**config.mk**
```make
export PLATFORM = sky130hd
export DESIGN_NAME = brtrace_rec
export DESIGN_NICKNAME = d
export VERILOG_FILES = /design/src/rtl/brtrace_pkg.sv /design/src/rtl/brtrace_flow.sv /design/src/rtl/brtrace_ring.sv /design/src/rtl/brtrace_rec.sv
export SDC_FILE = /design/constraint.sdc
export NUM_CORES = 1
export LEC_CHECK = 0
export ABC_AREA = 1
export BUFFER_PORTS_ARGS = -buffer_cell sky130_fd_sc_hd__buf_2
export CAP_MARGIN = 20
export CORE_ASPECT_RATIO = 0.6
export CORE_MARGIN = 2
export CORE_UTILIZATION = 25
export CTS_BUF_LIST = sky130_fd_sc_hd__clkbuf_4 sky130_fd_sc_hd__clkbuf_8
export DETAILED_ROUTE_END_ITERATION = 8
export PLACE_DENSITY = 0.47
export SYNTH_ARGS = -nofsm -noshare
export SYNTH_HDL_FRONTEND = slang
export SYNTH_HIERARCHICAL = 1
export SYNTH_SLANG_ARGS = --single-unit
```
**constraint.sdc**
```tcl
create_clock -name clk -period 14.8 [get_ports clk]
set_clock_uncertainty 0.2 [all_clocks]
set_input_delay 2.96 -clock clk [delete_from_list [all_inputs] [get_ports clk]]
set_output_delay 2.96 -clock clk [all_outputs]
set_load 0.03 [all_outputs]
```
**src/rtl/brtrace_pkg.sv**
```systemverilog
package brtrace_pkg;
    typedef enum logic [1:0] {
        FK_FLOW  = 2'b00,
        FK_LOAD  = 2'b01,
        FK_STORE = 2'b10
    } frame_kind_e;
endpackage

```
**src/rtl/brtrace_flow.sv**
```systemverilog
module brtrace_flow #(
    parameter int W          = 32,
    parameter int INSN_BYTES = 4
) (
    input  logic         clk,
    input  logic         rst_n,
    input  logic         ret_valid,
    input  logic [W-1:0] ret_pc,
    input  logic         ret_redirect,
    output logic         hit,
    output logic [W-1:0] src_pc
);
    localparam logic [W-1:0] STEP = W'(INSN_BYTES);

    typedef struct packed {
        logic [W-1:0] prev;
        logic         seen;
    } flow_st_t;

    flow_st_t s_d, s_q;

    always_comb begin
        s_d    = s_q;
        hit    = 1'b0;
        src_pc = s_q.prev;
        if (ret_valid) begin
            hit    = s_q.seen && (ret_redirect || (ret_pc != s_q.prev + STEP));
            s_d.prev = ret_pc;
            s_d.seen = 1'b1;
        end
    end

    always_ff @(posedge clk or negedge rst_n) begin
        if (!rst_n) s_q <= '0;
        else        s_q <= s_d;
    end

    p_prev_tracks_r5: assert property (@(posedge clk) disable iff (!rst_n)
        ret_valid |=> (s_q.prev == $past(ret_pc)) && s_q.seen);
    p_hit_needs_retire_r3: assert property (@(posedge clk) disable iff (!rst_n)
        hit |-> ret_valid && s_q.seen);
endmodule

```
**src/rtl/brtrace_ring.sv**
```systemverilog
module brtrace_ring #(
    parameter int W     = 32,
    parameter int DEPTH = 16
) (
    input  logic         clk,
    input  logic         rst_n,
    input  logic         wr_en,
    input  logic [1:0]   wr_kind,
    input  logic [W-1:0] wr_a,
    input  logic [W-1:0] wr_b,
    input  logic         rd_pop,
    output logic         rd_empty,
    output logic [1:0]   rd_kind,
    output logic [W-1:0] rd_a,
    output logic [W-1:0] rd_b,
    output logic         wrapped
);
    localparam int PW = $clog2(DEPTH);
    localparam int CW = PW + 1;
    localparam int FW = 2 + 2 * W;
    localparam logic [CW-1:0] FULL = CW'(DEPTH);

    typedef struct packed {
        logic [PW-1:0] wr_ptr;
        logic [CW-1:0] count;
        logic          wrapped;
    } ring_st_t;

    ring_st_t s_d, s_q;
    logic [FW-1:0] mem_q [DEPTH];
    logic [PW-1:0] rd_idx;
    logic          pop_ok;
    logic          full;

    always_comb begin
        s_d    = s_q;
        full   = (s_q.count == FULL);
        pop_ok = rd_pop && (s_q.count != '0);
        rd_idx = s_q.wr_ptr - s_q.count[PW-1:0];
        if (wr_en) s_d.wr_ptr = s_q.wr_ptr + 1'b1;
        if (wr_en && !pop_ok) begin
            if (full) s_d.wrapped = 1'b1;
            else      s_d.count   = s_q.count + 1'b1;
        end else if (!wr_en && pop_ok) begin
            s_d.count = s_q.count - 1'b1;
        end
    end

    always_ff @(posedge clk or negedge rst_n) begin
        if (!rst_n) s_q <= '0;
        else        s_q <= s_d;
    end

    always_ff @(posedge clk) begin
        if (wr_en) mem_q[s_q.wr_ptr] <= {wr_kind, wr_a, wr_b};
    end

    assign rd_empty = (s_q.count == '0);
    assign rd_kind  = mem_q[rd_idx][FW-1 -: 2];
    assign rd_a     = mem_q[rd_idx][2*W-1 -: W];
    assign rd_b     = mem_q[rd_idx][W-1:0];
    assign wrapped  = s_q.wrapped;

    p_count_bound_r8: assert property (@(posedge clk) disable iff (!rst_n)
        s_q.count <= FULL);
    p_full_write_wraps_r8: assert property (@(posedge clk) disable iff (!rst_n)
        (full && wr_en && !rd_pop) |=> wrapped && (s_q.count == FULL));
    p_wrapped_sticky_r8: assert property (@(posedge clk) disable iff (!rst_n)
        wrapped |=> wrapped);
    p_empty_pop_noop_r7: assert property (@(posedge clk) disable iff (!rst_n)
        (rd_empty && rd_pop && !wr_en) |=> rd_empty);
    p_full_pop_write_r9: assert property (@(posedge clk) disable iff (!rst_n)
        (full && wr_en && rd_pop) |=> (s_q.count == FULL) && $stable(wrapped));
endmodule

```
**src/rtl/brtrace_rec.sv**
```systemverilog
module brtrace_rec
    import brtrace_pkg::*;
#(
    parameter int W          = 32,
    parameter int DEPTH      = 16,
    parameter int INSN_BYTES = 4
) (
    input  logic         clk,
    input  logic         rst_n,
    input  logic         ret_valid,
    input  logic [W-1:0] ret_pc,
    input  logic         ret_redirect,
    input  logic         ls_valid,
    input  logic         ls_store,
    input  logic [W-1:0] ls_addr,
    input  logic [W-1:0] ls_data,
    input  logic         ls_en,
    input  logic         trace_gate,
    input  logic         rd_pop,
    output logic         rd_empty,
    output logic [1:0]   rd_kind,
    output logic [W-1:0] rd_first,
    output logic [W-1:0] rd_second,
    output logic         wrapped
);
    logic         flow_hit;
    logic [W-1:0] flow_src;
    logic         wr_en_d;
    frame_kind_e  wr_kind_d;
    logic [W-1:0] wr_a_d, wr_b_d;

    brtrace_flow #(.W(W), .INSN_BYTES(INSN_BYTES)) flow_i (
        .clk          (clk),
        .rst_n        (rst_n),
        .ret_valid    (ret_valid),
        .ret_pc       (ret_pc),
        .ret_redirect (ret_redirect),
        .hit          (flow_hit),
        .src_pc       (flow_src)
    );

    always_comb begin
        wr_en_d   = 1'b0;
        wr_kind_d = FK_FLOW;
        wr_a_d    = flow_src;
        wr_b_d    = ret_pc;
        if (trace_gate) begin
            if (flow_hit) begin
                wr_en_d = 1'b1;
            end else if (ls_en && ls_valid) begin
                wr_en_d   = 1'b1;
                wr_kind_d = ls_store ? FK_STORE : FK_LOAD;
                wr_a_d    = ls_addr;
                wr_b_d    = ls_data;
            end
        end
    end

    brtrace_ring #(.W(W), .DEPTH(DEPTH)) ring_i (
        .clk      (clk),
        .rst_n    (rst_n),
        .wr_en    (wr_en_d),
        .wr_kind  (wr_kind_d),
        .wr_a     (wr_a_d),
        .wr_b     (wr_b_d),
        .rd_pop   (rd_pop),
        .rd_empty (rd_empty),
        .rd_kind  (rd_kind),
        .rd_a     (rd_first),
        .rd_b     (rd_second),
        .wrapped  (wrapped)
    );

    p_gate_low_no_write_r5: assert property (@(posedge clk) disable iff (!rst_n)
        !trace_gate |-> !wr_en_d);
    p_flow_priority_r6: assert property (@(posedge clk) disable iff (!rst_n)
        (flow_hit && trace_gate && ls_en && ls_valid) |-> wr_en_d && (wr_kind_d == FK_FLOW));
    p_ls_off_r4: assert property (@(posedge clk) disable iff (!rst_n)
        (!ls_en && !flow_hit) |-> !wr_en_d);
endmodule

```
==> reports/qor.txt, run 1 <==
final hold slack - 0.2773 ns
commonest cells after routing, fill and taps aside - edfxtp_1 (1056), nand2_1 (673), inv_1 (587)
RD Place Congestion - 0.8243
first-pass GRT wire length - 220000 um
adder and majority cell fraction of the synthesized area - 0.4025%
DRC Markers - 0
max-slew violation count - 0
CP Launch Point - ring_i/s_q[6]
Final Hold Vio Count - 0
fmax - 0.1147 GHz
dpl hpwl - 88620 um
Worst-path clk slew - 0.06 ns
worst-path fanout max - 160
vias in the first global route - 29028
cell count after synthesis - 4115
startpoint types - register
H-Tree Depth - 4
fin crit share - 58.92%
CTS tree - yes
clk root buf - clkbuf_8
via count - 30871
slowest CP cell - fa_4
die area - 192600 um^2
P&R area growth vs syn - 13.79%
Reg2Reg Depth - 19
Synthesized Nets - 4234
simple-gate area share of the yosys netlist - 11.12%
NumNets Final - 4355
synth top area cells - edfxtp_1 (67%), nand2_1 (5.3%), inv_1 (4.7%), nand3_1 (4.5%), o211ai_1 (4.2%)
WL final - 154800 um
TNS Setup - 0 ns
Max stage delay on crit path - 1.11 ns
post-DR wirelength/cell - 22.53 um
Compound-Gate Fraction of Synth Area - 10.84%
worst-path cell chain - inv_1 > ha_4 > fa_4 > buf_12 > buf_4 > o211ai_1 > nand3_1 > nand2_1 > o21ai_1 > buf_2
status - finished, final reports clean
Crit Path Class - reg2out
drt initial violations - 3145
hold buffers post-CTS - 0
Initial Utilization - 25.19%
post-synth top area share - 67.11%
post-CTS setup buffer count - 0
Yosys warning total - 6
synthesized flop and latch total - 1099
CP endpoint - rd_first[29]
post-synthesis sequential area ratio - 69.39%
Vias/cell - 4.495
RR Startpoint - flow_i/src_pc[2]
number of buffers created by CTS - 171
ratio of cells with drive above 1 in the final layout - 12.08%
Post-DRT Antenna Nets - 0
total grt overflow - 0
Arrival @ worst endpoint - 5.56 ns
Die W - 565.3 um
DR pass1 iterations - 5
max-cap viol count - 0
post-synthesis mux area share - 0%
unrepaired setup endpoints after global routing - false
Placeable Area - 187600 um^2
slew of the pin with the lowest slew margin - 1.165 ns
leading area contributor after synthesis - edfxtp_1
Skew-Pair Late Insertion Delay - 0.85 ns
crit end category - output port
setup slack, reg-to-reg - 9.12 ns
site row count - 123
gr usage total - 15.78%
final setup vio count - 0
XOR/XNOR share of the synthesized area - 0.5905%
Die H - 340.8 um
worst hold path type - reg2reg
# resized after CTS - 0
R2R Path End - ring_i/mem_q[14][31]
synthesized area - 47250 um^2
largest family of logic cells by synthesized area - simple AND/OR/NAND/NOR gates
commonest non-fill, non-tap cell in the layout - edfxtp_1
initial antenna violation count - 12
largest net degree at the start of global routing - 212
IO Port Bufs - 172
clock sinks - 1099
Critical Path RT - 11.64 ns
Slew HR - 22.17%
post-layout minimum cycle time - 8.720 ns
Avg Synthesized Cell Area - 11.48 um^2
Max Buffers Root-to-Sink - 4
io pins - 173
Synth cell types - 38
Core Util, Final - 28.66%
## kinds of logic (layout without fill, tap and decap cells)
group,count (synthesis),after routing
flops,1099,1099
simple gates,1213,1213
buf+inv,870,1119
xor+xnor,31,31
compound gates,888,888
other cells,0,4
fa+ha+maj,14,14
## worst min-delay path by stage
stage / cells past startpoint / to / startpoint / slack (ns)
2_1_floorplan: 1 / flow_i/s_q[0] / flow_i/s_q[0] / 0.24
3_3_place_gp: 1 / ring_i/wrapped / ring_i/wrapped / 0.26
3_5_place_dp: 1 / ring_i/wrapped / ring_i/wrapped / 0.26
4_1_cts: 1 / ring_i/wrapped / ring_i/wrapped / 0.28
5_1_grt: 1 / ring_i/wrapped / ring_i/wrapped / 0.30
6_report: 1 / ring_i/wrapped / ring_i/wrapped / 0.28
## Yosys cell counts (all sizes together)
cell type	count
nand3b	3
edfxtp	1056
buf	148
ha	12
nand2	681
nor2b	1
o211ai	264
inv	590
dfrtp	43
nand3	431
nor2	89
o21bai	5
nand4	2
xnor2	12
xor2	19
fa	2
or2	4
o21a	1
and2	1
nor3	1
a21oi	269
clkbuf	131
clkinv	1
o21ai	349
## flip-flops by register name, summed over array words and instances (netlist names)
name and count:
flow_i/src_pc 32, ring_i/mem_q 1056, flow_i/s_q 1, ring_i/wrapped 1, ring_i/s_q 9
## metrics by stage
stage | worst slack, ns | std cells | area (um^2)
2_1_floorplan | 6.769 | 4115 | 47250
3_3_place_gp | 6.826 | 6557 | 50460
3_5_place_dp | 6.883 | 6562 | 50570
4_1_cts | 5.941 | 6863 | 53730
5_1_grt | 5.762 | 6868 | 53760
6_report | 6.080 | 6868 | 53760
## critical path: cells and delay by family (launching register included)
kind            cells  cell delay (ns)
compound gates      2             0.80
fa+ha+maj           2             1.29
buf+inv             4             1.91
flops               1             0.43
simple gates        2             0.22
## area by class of cell
cell class,count,area (um^2)
clock inverters,72,329.1
fillers,19242,133800
flip-flops and latches,1099,32790
repair buffers,227,1430
well taps,2500,3128
clock buffers,229,2839
diodes,4,10.01
inverters,591,2223
multi-input cells,2146,11020
## metal layers
| metal | wire (um) | up-vias | global-route usage [%] |
|---|---|---|---|
| li1 | - | 14555 | - |
| met1 | 73950 | 15118 | 23.45 |
| met2 | 68100 | 1021 | 23.81 |
| met3 | 10340 | 177 | 3.031 |
| met4 | 2366 | 0 | 3.043 |
| met5 | 0 | - | 0 |
Power of run 1 is left out: the tool's default activity adds up to more than one toggle a clock period on the data nets, which glitch-free logic cannot reach.
==> run 2: changes to the inputs <==
- clock period: 14.8 -> 8.6 ns (I/O delays scaled with it)
==> run 2 against run 1 <==
Against the previous run:
- global-route usage down 0.079 points
- routed wire length down 0.25%
- sequential cell count unchanged
- final cell count unchanged
- first-iteration DRC count about the same
- cell area up 0.37%
- critical path depth unchanged
- critical path type unchanged
- critical endpoint is now rd_first[16]
==> reports/qor.txt, run 2 (same netlist as run 1, synthesis figures left out) <==
status - finished, final reports clean
Skew-Pair Late Insertion Delay - 0.88 ns (+0.03 ns)
fin crit share - 80.28%
hold buffers post-CTS - 0 (unchanged)
Die H - 340.8 um (unchanged)
RD Place Congestion - 0.8279 (+0.44%)
commonest cells after routing, fill and taps aside - edfxtp_1 (1056), nand2_1 (673), inv_1 (587)
commonest non-fill, non-tap cell in the layout - edfxtp_1
max-cap viol count - 0 (unchanged)
P&R area growth vs syn - 14.21%
largest net degree at the start of global routing - 227 (+7.1%)
Die W - 565.3 um (unchanged)
worst-path cell chain - inv_1 > ha_4 > fa_4 > buf_12 > buf_4 > o211ai_1 > nand3_1 > nand2_1 > o21ai_1 > buf_2
fmax - 0.1448 GHz
TNS Setup - 0 ns (unchanged)
IO Port Bufs - 172 (unchanged)
Non-Filler Instances - 6868 (unchanged)
WP buf/inv - 4 (unchanged)
NumNets Final - 4355 (unchanged)
clock sinks - 1099 (unchanged)
slew of the pin with the lowest slew margin - 1.109 ns (-0.05550 ns)
dpl cells - 6570 (+0.12%)
vias in the first global route - 28555 (-1.6%)
CTS tree - yes
met3 wire len - 8892 um (-14%)
worst hold path type - reg2reg
Arrival @ worst endpoint - 4.98 ns (-0.58 ns)
max-slew violation count - 0 (unchanged)
dpl hpwl - 88830 um (+0.23%)
number of flip-flops in the largest register - 1056 (unchanged)
Critical Path RT - 6.68 ns (-4.96 ns)
initial antenna violation count - 11 (-1)
WL met2 - 68810 um (+1.0%)
ratio of cells with drive above 1 in the final layout - 12.53% (+0.45 points)
critical path's top delay family - buffers and inverters
Final Hold Vio Count - 0 (unchanged)
slowest CP cell - fa_4
startpoint types - register
first-pass GRT wire length - 217800 um (-1.0%)
Biggest register - ring_i/mem_q
Slew HR - 26.06% (+3.9 points)
worst-path fanout max - 118 (-26%)
top sig layer - met4
total grt overflow - 0 (unchanged)
io pins - 173 (unchanged)
post-CTS setup buffer count - 0 (unchanged)
Post-DRT Antenna Nets - 0 (unchanged)
Vias/cell - 4.528 (+0.73%)
die area - 192600 um^2 (unchanged)
clk root buf - clkbuf_8
number of buffers created by CTS - 163 (-4.7%)
gr usage total - 15.70% (-0.079 points)
Core Util, Final - 28.77% (+0.11 points)
Worst-path clk slew - 0.07 ns (about the same)
drt initial violations - 3147 (+0.064%)
Placeable Area - 187600 um^2 (unchanged)
DRC Markers - 0 (unchanged)
metal1 wirelength - 74090 um (+0.20%)
crit end category - output port
H-Tree Depth - 4 (unchanged)
post-layout minimum cycle time - 6.904 ns
WL final - 154400 um (-0.25%)
Max Buffers Root-to-Sink - 3 (-1)
Crit Path Class - reg2out
site row count - 123 (unchanged)
# fillers - 19289 (+0.24%)
final setup vio count - 0 (unchanged)
post-DR wirelength/cell - 22.48 um (-0.25%)
Max stage delay on crit path - 1.18 ns (+0.07 ns)
via count - 31097 (+0.73%)
DR pass1 iterations - 5 (unchanged)
# resized after CTS - 0 (unchanged)
Initial Utilization - 25.19% (unchanged)
unrepaired setup endpoints after global routing - false
## run 2: cell types whose count changed in the layout (fill, tap and decap cells not counted), moves of 3 or more
cell	before	now
clkinv_1	52	35
clkbuf_8	179	166
clkbuf_4	50	62
buf_12	9	18
clkinv_8	0	4
inv_6	1	5
diode_2	4	1
inv_8	0	3
## run 2: metrics by stage
| stage | hold slack [ns] | setup slack [ns] | instance area (um^2) |
|---|---|---|---|
| final | 0.2787 | 1.696 | 53960 |
| after floorplan | 0.2394 | 1.809 | 47250 |
| after global routing | 0.2972 | 1.458 | 53960 |
| after detailed placement | 0.2678 | 2.498 | 50730 |
| after global placement | 0.2638 | 2.539 | 50700 |
| after CTS | 0.2816 | 1.509 | 53930 |
## run 2: cell type report
cell class                      count  area [um^2]  share of cell area [%]
Clock buffer                      228         2750                   5.096
Sequential cell                  1099        32790                   60.76
Inverter                          591         2223                   4.120
Multi-Input combinational cell   2146        11020                   20.42
Clock inverter                     68        456.7                  0.8463
Tap cell                         2500         3128                   5.796
Antenna cell                        1        2.502                0.004637
Timing Repair Buffer              235         1599                   2.963
## run 2: path summary, 6_finish.rpt
check                             startpoint                   to  slack, ns  depth (start not counted)
setup / recovery               ring_i/s_q[6]         rd_first[16]       1.70                         10
setup reg to reg           flow_i/src_pc[20]  ring_i/mem_q[5][42]       3.55                         17
min in group asynchronous              rst_n     flow_i/src_pc[8]       0.80                          2
max in group asynchronous              rst_n        ring_i/s_q[3]       6.86                          2
hold / removal                 flow_i/s_q[0]        flow_i/s_q[0]       0.28                          1
hold reg to reg                flow_i/s_q[0]        flow_i/s_q[0]       0.28                          1
## run 2: layer usage
| layer | track usage (%) | up-vias |
|---|---|---|
| met5 | 0 | - |
| met4 | 3.653 | 0 |
| met3 | 2.273 | 169 |
| met2 | 23.78 | 969 |
| met1 | 23.51 | 15398 |
| li1 | - | 14561 |
Power of run 2 is left out for the same reason.
